==> src/rtl/dwu_pkg.sv <==
package dwu_pkg;
  typedef struct packed {
    logic evalEn;
    logic stepBrk;
  } dwuStrobes_t;
endpackage

==> src/rtl/dwu_ctrl.sv <==
module dwu_ctrl
  import dwu_pkg::*;
#(
  parameter int NUM_WP = 11
) (
  input  logic              clk,
  input  logic              rstN,
  input  logic              dbgEnable,
  input  logic              inReset,
  input  logic              accValid,
  input  logic              accFetch,
  input  logic              stepMode,
  input  logic              dbgOff,
  input  logic              stallReq,
  input  logic [NUM_WP-1:0] cntSel,
  input  logic [NUM_WP-1:0] brkMask,
  output dwuStrobes_t       strobes,
  output logic              stallOut
);
  logic debugLive;
  logic stepFetch;
  logic anyArmed;

  // The debug unit is live only when enabled and the CPU is out of reset.
  assign debugLive = dbgEnable && !inReset;
  assign stepFetch = debugLive && accValid && accFetch && stepMode;
  assign anyArmed  = (|brkMask) || (|cntSel);

  always_comb begin
    strobes.stepBrk = stepFetch;
    strobes.evalEn  = debugLive && accValid && !stepFetch && anyArmed;
  end

  always_ff @(posedge clk or negedge rstN) begin
    if (!rstN) stallOut <= 1'b0;
    else       stallOut <= stallReq && !dbgOff;
  end
endmodule

==> src/rtl/dwu_datapath.sv <==
module dwu_datapath
  import dwu_pkg::*;
#(
  parameter int NUM_WP = 11,
  parameter int CNT_W  = 16
) (
  input  logic                clk,
  input  logic                rstN,
  input  dwuStrobes_t         strobes,
  input  logic [NUM_WP-1:0]   rawHit,
  input  logic [2*NUM_WP-1:0] chainMode,
  input  logic [NUM_WP-1:0]   cntSel,
  input  logic [1:0]          cntEn,
  input  logic [NUM_WP-1:0]   brkMask,
  input  logic [1:0]          cntWr,
  input  logic [CNT_W-1:0]    cntWrData,
  input  logic [CNT_W-1:0]    matchVal0,
  input  logic [CNT_W-1:0]    matchVal1,
  output logic                brkReq,
  output logic [NUM_WP-1:0]   wpMatch,
  output logic [CNT_W-1:0]    count0,
  output logic [CNT_W-1:0]    count1
);
  localparam int WP_CNT0 = NUM_WP - 3;
  localparam int WP_CNT1 = NUM_WP - 2;
  localparam int WP_EXT  = NUM_WP - 1;
  localparam int SUM_W   = $clog2(NUM_WP + 1);

  logic [CNT_W-1:0]  countQ [2];
  logic [CNT_W-1:0]  limit  [2];
  logic [NUM_WP-1:0] ownTerm;
  logic [NUM_WP-1:0] prevTerm;
  logic [NUM_WP-1:0] chainOut;
  logic [SUM_W-1:0]  incAmt [2];

  assign limit[0] = matchVal0;
  assign limit[1] = matchVal1;

  function automatic logic [SUM_W-1:0] onesOf(input logic [NUM_WP-1:0] v);
    logic [SUM_W-1:0] acc;
    acc = '0;
    for (int b = 0; b < NUM_WP; b++) acc = acc + SUM_W'(v[b]);
    return acc;
  endfunction

  for (genvar gi = 0; gi < NUM_WP; gi++) begin : g_wp
    if (gi == WP_CNT0) begin : g_own_c0
      assign ownTerm[gi] = (countQ[0] == limit[0]);
    end else if (gi == WP_CNT1) begin : g_own_c1
      assign ownTerm[gi] = (countQ[1] == limit[1]);
    end else if (gi == WP_EXT) begin : g_own_ext
      assign ownTerm[gi] = rawHit[gi] & 1'b0;
    end else begin : g_own_hit
      assign ownTerm[gi] = rawHit[gi];
    end

    if (gi == 0) begin : g_prev_first
      assign prevTerm[gi] = rawHit[0];
    end else begin : g_prev_chain
      assign prevTerm[gi] = chainOut[gi-1];
    end

    if (gi == WP_EXT) begin : g_tied
      assign chainOut[gi] = 1'b0;
    end else begin : g_comb
      always_comb begin
        unique case (chainMode[2*gi +: 2])
          2'd0:    chainOut[gi] = ownTerm[gi];
          2'd1:    chainOut[gi] = ownTerm[gi] && prevTerm[gi];
          2'd2:    chainOut[gi] = ownTerm[gi] || prevTerm[gi];
          default: chainOut[gi] = 1'b0;
        endcase
      end
    end
  end

  assign wpMatch = chainOut & {NUM_WP{strobes.evalEn}};
  assign brkReq  = strobes.stepBrk || (|(wpMatch & brkMask));

  assign incAmt[0] = onesOf(wpMatch & ~cntSel);
  assign incAmt[1] = onesOf(wpMatch & cntSel);

  for (genvar gk = 0; gk < 2; gk++) begin : g_cnt
    always_ff @(posedge clk or negedge rstN) begin
      if (!rstN)          countQ[gk] <= '0;
      else if (cntWr[gk]) countQ[gk] <= cntWrData;
      else if (cntEn[gk]) countQ[gk] <= countQ[gk] + CNT_W'(incAmt[gk]);
    end
  end

  assign count0 = countQ[0];
  assign count1 = countQ[1];
endmodule

==> src/rtl/dwu_top.sv <==
module dwu_top
  import dwu_pkg::*;
#(
  parameter int NUM_WP = 11,
  parameter int CNT_W  = 16
) (
  input  logic                clk,
  input  logic                rstN,
  input  logic                dbgEnable,
  input  logic                inReset,
  input  logic                accValid,
  input  logic                accFetch,
  input  logic                stepMode,
  input  logic                dbgOff,
  input  logic                stallReq,
  input  logic [NUM_WP-1:0]   rawHit,
  input  logic [2*NUM_WP-1:0] chainMode,
  input  logic [NUM_WP-1:0]   cntSel,
  input  logic [1:0]          cntEn,
  input  logic [NUM_WP-1:0]   brkMask,
  input  logic [1:0]          cntWr,
  input  logic [CNT_W-1:0]    cntWrData,
  input  logic [CNT_W-1:0]    matchVal0,
  input  logic [CNT_W-1:0]    matchVal1,
  output logic                brkReq,
  output logic                stallOut,
  output logic [NUM_WP-1:0]   wpMatch,
  output logic [CNT_W-1:0]    count0,
  output logic [CNT_W-1:0]    count1
);
  dwuStrobes_t strobes;

  dwu_ctrl #(.NUM_WP(NUM_WP)) u_ctrl (
    .clk(clk), .rstN(rstN), .dbgEnable(dbgEnable), .inReset(inReset),
    .accValid(accValid), .accFetch(accFetch), .stepMode(stepMode),
    .dbgOff(dbgOff), .stallReq(stallReq), .cntSel(cntSel),
    .brkMask(brkMask), .strobes(strobes), .stallOut(stallOut)
  );

  dwu_datapath #(.NUM_WP(NUM_WP), .CNT_W(CNT_W)) u_dp (
    .clk(clk), .rstN(rstN), .strobes(strobes), .rawHit(rawHit),
    .chainMode(chainMode), .cntSel(cntSel), .cntEn(cntEn),
    .brkMask(brkMask), .cntWr(cntWr), .cntWrData(cntWrData),
    .matchVal0(matchVal0), .matchVal1(matchVal1), .brkReq(brkReq),
    .wpMatch(wpMatch), .count0(count0), .count1(count1)
  );
endmodule

==> config.mk <==
export PLATFORM = sky130hd
export DESIGN_NAME = dwu_top
export DESIGN_NICKNAME = d
export VERILOG_FILES = /design/src/rtl/dwu_pkg.sv /design/src/rtl/dwu_ctrl.sv /design/src/rtl/dwu_datapath.sv /design/src/rtl/dwu_top.sv
export SDC_FILE = /design/constraint.sdc
export NUM_CORES = 1
export LEC_CHECK = 0
export BUFFER_PORTS_ARGS = -buffer_cell sky130_fd_sc_hd__buf_2
export CORE_MARGIN = 10
export CORE_UTILIZATION = 43
export CTS_CLUSTER_DIAMETER = 80
export CTS_CLUSTER_SIZE = 40
export DETAILED_ROUTE_END_ITERATION = 8
export HOLD_SLACK_MARGIN = 0.15
export MAX_ROUTING_LAYER = met4
export PLACE_DENSITY = 0.79
export SLEW_MARGIN = 30
export SYNTH_ARGS = -nofsm -noshare
export SYNTH_HDL_FRONTEND = slang
export SYNTH_SLANG_ARGS = --single-unit
==> constraint.sdc <==
create_clock -name clk -period 4.6 [get_ports clk]
set_input_delay 0.69 -clock clk [delete_from_list [all_inputs] [get_ports clk]]
set_output_delay 0.69 -clock clk [all_outputs]
set_load 0.03 [all_outputs]
==> flow_metrics.py <==
metrics = {
    "global_routing": {
        "antenna_found_initial": 1,
        "grt_pass1_wl_um": 20100,
        "gr-usage-all-layers_pct": 21.6,
        "grt_pass1_vias": 4116,
        "globalRouteOverflowTotal": 0,
        "grt_max_degree": 34,
    },
    "setup_path": {
        "cp_num_cells": 27,
        "endpoint_kind": "flip-flop",
        "r2r_cells": 21,
        "cp_max_fo": 4,
        "cp_slowest_cell": "fa_2",
        "critPathKind": "in2reg",
        "cp.required_ps": 4760,
        "worstSetupStartpointType": "primary input",
        "cpLargestDelayFamily": "adder cells",
        "crit_top_cell": "fa_1",
        "cp_data_arrival_time_ps": 5880,
        "slowest_delay_ps": 550,
        "critPathBufInv": 4,
    },
    "clocking": {
        "cts_sinks": 33,
        "clk_latency_ps": 290,
        "htreeDepth": 2,
        "clockBufferDepth": 2,
        "cts_buffers": 5,
        "cts_tree": "done",
        "clkTransAtPathRegs_ps": 80,
        "ctsRootBufferMaster": "clkbuf_8",
        "holdBufCountCts": 0,
    },
    "floorplan": {
        "initial_utilization_pct": 44.5,
        "core-area_um2": 7770,
        "die_w_um": 110,
        "fp.dieH_um": 110,
        "ios": 161,
        "std_cell_rows": 32,
        "dieArea_um2": 12000,
    },
    "placed_design": {
        "io_buffers": 154,
        "dpl.hpwl_um": 10800,
        "gp_congestion": 0.896,
    },
    "synth": {
        "ys_ff_latch": 33,
        "synth_top_area_share_pct": 23.9,
        "synth_top_area_cell": "dfrtp_1",
        "synth_area_per_cell_um2": 8.23,
        "synthFlopType": "dfrtp_1",
        "yosysSeqAreaShare_pct": 23.9,
        "async_reset_ff_share_pct": 100,
        "synth_edf_count": 0,
        "synth_cell_types": 52,
        "syn-cell-area_um2": 3460,
        "synth_fp_nets": 568,
        "ys_warn_count": 0,
        "netlist_top_cells_area": "dfrtp_1 24%, xnor2_1 9.6%, fa_1 8.1%, nand2_1 6.8%, ha_1 6.5%",
        "synth_cells": 420,
    },
    "drt": {
        "met3WireLength_um": 925,
        "top_layer_used": "met4",
        "drtPass1Iterations": 5,
        "routed_wl_um": 13700,
        "drt_iter0_drc": 240,
        "drt-met1-wl_um": 5230,
        "ant_nets": 0,
        "wl_per_cell_um": 17.7,
        "drc": 0,
        "vias": 4048,
        "dr_wl_met2_um": 7130,
        "routed_via_density": 5.21,
    },
    "sta": {
        "fmax_mhz": 175,
        "setup_viol": 30,
        "maxSlewHeadroom_pct": 48.8,
        "setup_ws_ps": -1120,
        "hold_violations": 0,
        "fin_crit_sh_pct": 124,
        "maxSlewViolCount": 0,
        "holdWs_ps": 470,
        "min_period_ps": 5720,
        "skew_ps": 11.1,
        "worst-slew-pin-transition_ps": 768,
        "rsz0062_at_grt": "true",
    },
    "pwr": {
        "peakVddDrop_v": 0.000173,
        "power.leakage_uw": 0.00280,
        "power_density_nw_per_um2": 199,
        "total_power_uw": 1120,
    },
    "finish": {
        "fin_nets": 821,
        "drive_gt1_share_pct": 49.9,
        "area_delta_synth_final_pct": 62.0,
    },
    "outcome": {
        "violations": "negative setup slack",
        "status": "finished with violations",
    },
    "worst_hold_path": {
        "hold_path.class": "in2async",
    },
    "run": {
        "cap_viol_max_count": 0,
    },
}
[layer usage]
layer	vias to the layer above	GRT usage [%]
met3	40	2.93
li1	1930	-
met2	172	36.6
met1	1906	25.7
met5	-	-
met4	0	7.53
[cell families (layout without fill, tap and decap cells)]
kind of cell | count (synthesis) | in the layout | share of synthesized area, %
other | 1 | 2 | 0.108
AND/OR/NAND/NOR | 152 | 152 | 21.1
flip-flops | 33 | 33 | 23.9
XOR/XNOR | 62 | 62 | 15.7
AO/OA/AOI/OAI | 84 | 84 | 17.1
buffers and inverters | 49 | 303 | 5.43
multiplexers | 7 | 7 | 2.06
adder cells (fa/ha/maj) | 32 | 32 | 14.6
[worst register-to-register path, delay by kind of cell, from the launching register on]
kind / cells / cell delay (ps)
simple gates: 9 / 2000
fa+ha+maj: 4 / 1690
compound gates: 5 / 560
flops: 1 / 400
xor+xnor: 2 / 310
buf+inv: 1 / 60
[path summary, 6_finish.rpt]
path	startpoint	to	slack (ps)
setup / recovery	chainMode[3]	u_dp.count1[15]	-1120
hold / removal	rstN	u_dp.count0[14]	470
setup reg to reg	u_dp.count0[15]	u_dp.count1[15]	-560
hold reg to reg	u_dp.count0[15]	u_dp.count0[15]	690
max in group asynchronous	rstN	u_dp.count0[1]	3640
min in group clk	dbgOff	u_ctrl.stallOut	540
[cells in the final DEF, fill, tap and decap left out, drive strengths merged, types with 2 or more instances in the layout]
cell type / n
buf: 256
nand2: 63
o21ai: 40
inv: 39
xnor2: 38
dfrtp: 33
xor2: 24
nor2: 22
ha: 18
a21oi: 15
nor2b: 14
fa: 14
nor4: 12
nand4: 7
clkbuf: 7
nand3: 7
nor3: 7
nand2b: 6
mux2i: 6
a21o: 4
or2: 4
o21a: 3
and2: 3
o21bai: 3
nor3b: 2
o211ai: 2
a211o: 2
and3: 2
a32oi: 2
o221ai: 2
a22oi: 2
a221oi: 2
[per-stage QoR]
| stage | std cells | area [µm²] | utilization [%] | TNS, ps | setup slack, ps |
|---|---|---|---|---|---|
| 2_1_floorplan | 420 | 3610 | - | -30120 | -1240 |
| 3_3_place_gp | 755 | 5150 | 66.3 | -32560 | -1280 |
| 3_5_place_dp | 755 | 5150 | 66.3 | -37550 | -1460 |
| 4_1_cts | 769 | 5390 | 69.4 | -27090 | -1100 |
| 5_1_grt | 777 | 5600 | 72.1 | -33840 | -1350 |
| 6_report | 777 | 5600 | 72.1 | -27330 | -1120 |
[cell usage after synthesis, types with 2 or more instances]
library cell,instances
nand3_1,7
xnor2_1,38
o211ai_2,2
nor2_1,22
nand4_1,7
nand2_1,63
dfrtp_1,33
or2_1,2
and3_1,2
a21oi_1,14
mux2i_1,6
nor3b_1,2
inv_1,39
nor2b_1,14
a21o_1,4
xor2_1,24
nor4_1,12
clkbuf_1,9
nand2b_1,6
fa_1,14
a211o_1,2
o21ai_0,38
nor3_1,7
or2_2,2
o21a_1,3
ha_1,18
and2_1,3
a32oi_2,2
o21bai_1,2
[layout make-up]
class / count / area, µm²
Multi-Input combinational cell: 338 / 2810
Fill cell: 570 / 2170
Timing Repair Buffer: 256 / 1580
Sequential cell: 33 / 826
Inverter: 39 / 146
Tap cell: 102 / 128
Clock buffer: 7 / 86.3
Clock inverter: 1 / 30.0
Antenna cell: 1 / 2.50
[power breakdown]
| part | total [µW] | internal, µW | switching (µW) | leakage [µW] |
|---|---|---|---|---|
| logic | 487 | 218 | 269 | 0.00234 |
| registers | 339 | 318 | 21.0 | 0.000403 |
| clock network | 291 | 177 | 114 | 0.0000585 |
[repair_timing]
action / CTS / global route
setup endpoints to repair: 30 / 32
gates resized for setup: 25 / 33
buffers inserted: 6 / 7
pin swaps: 26 / 21
[flip-flops by register name (all words and copies together), names as in the netlist]
register         cells
u_ctrl.stallOut      1
u_dp.count1         16
u_dp.count0         16
(Power assumes the default switching activity.)
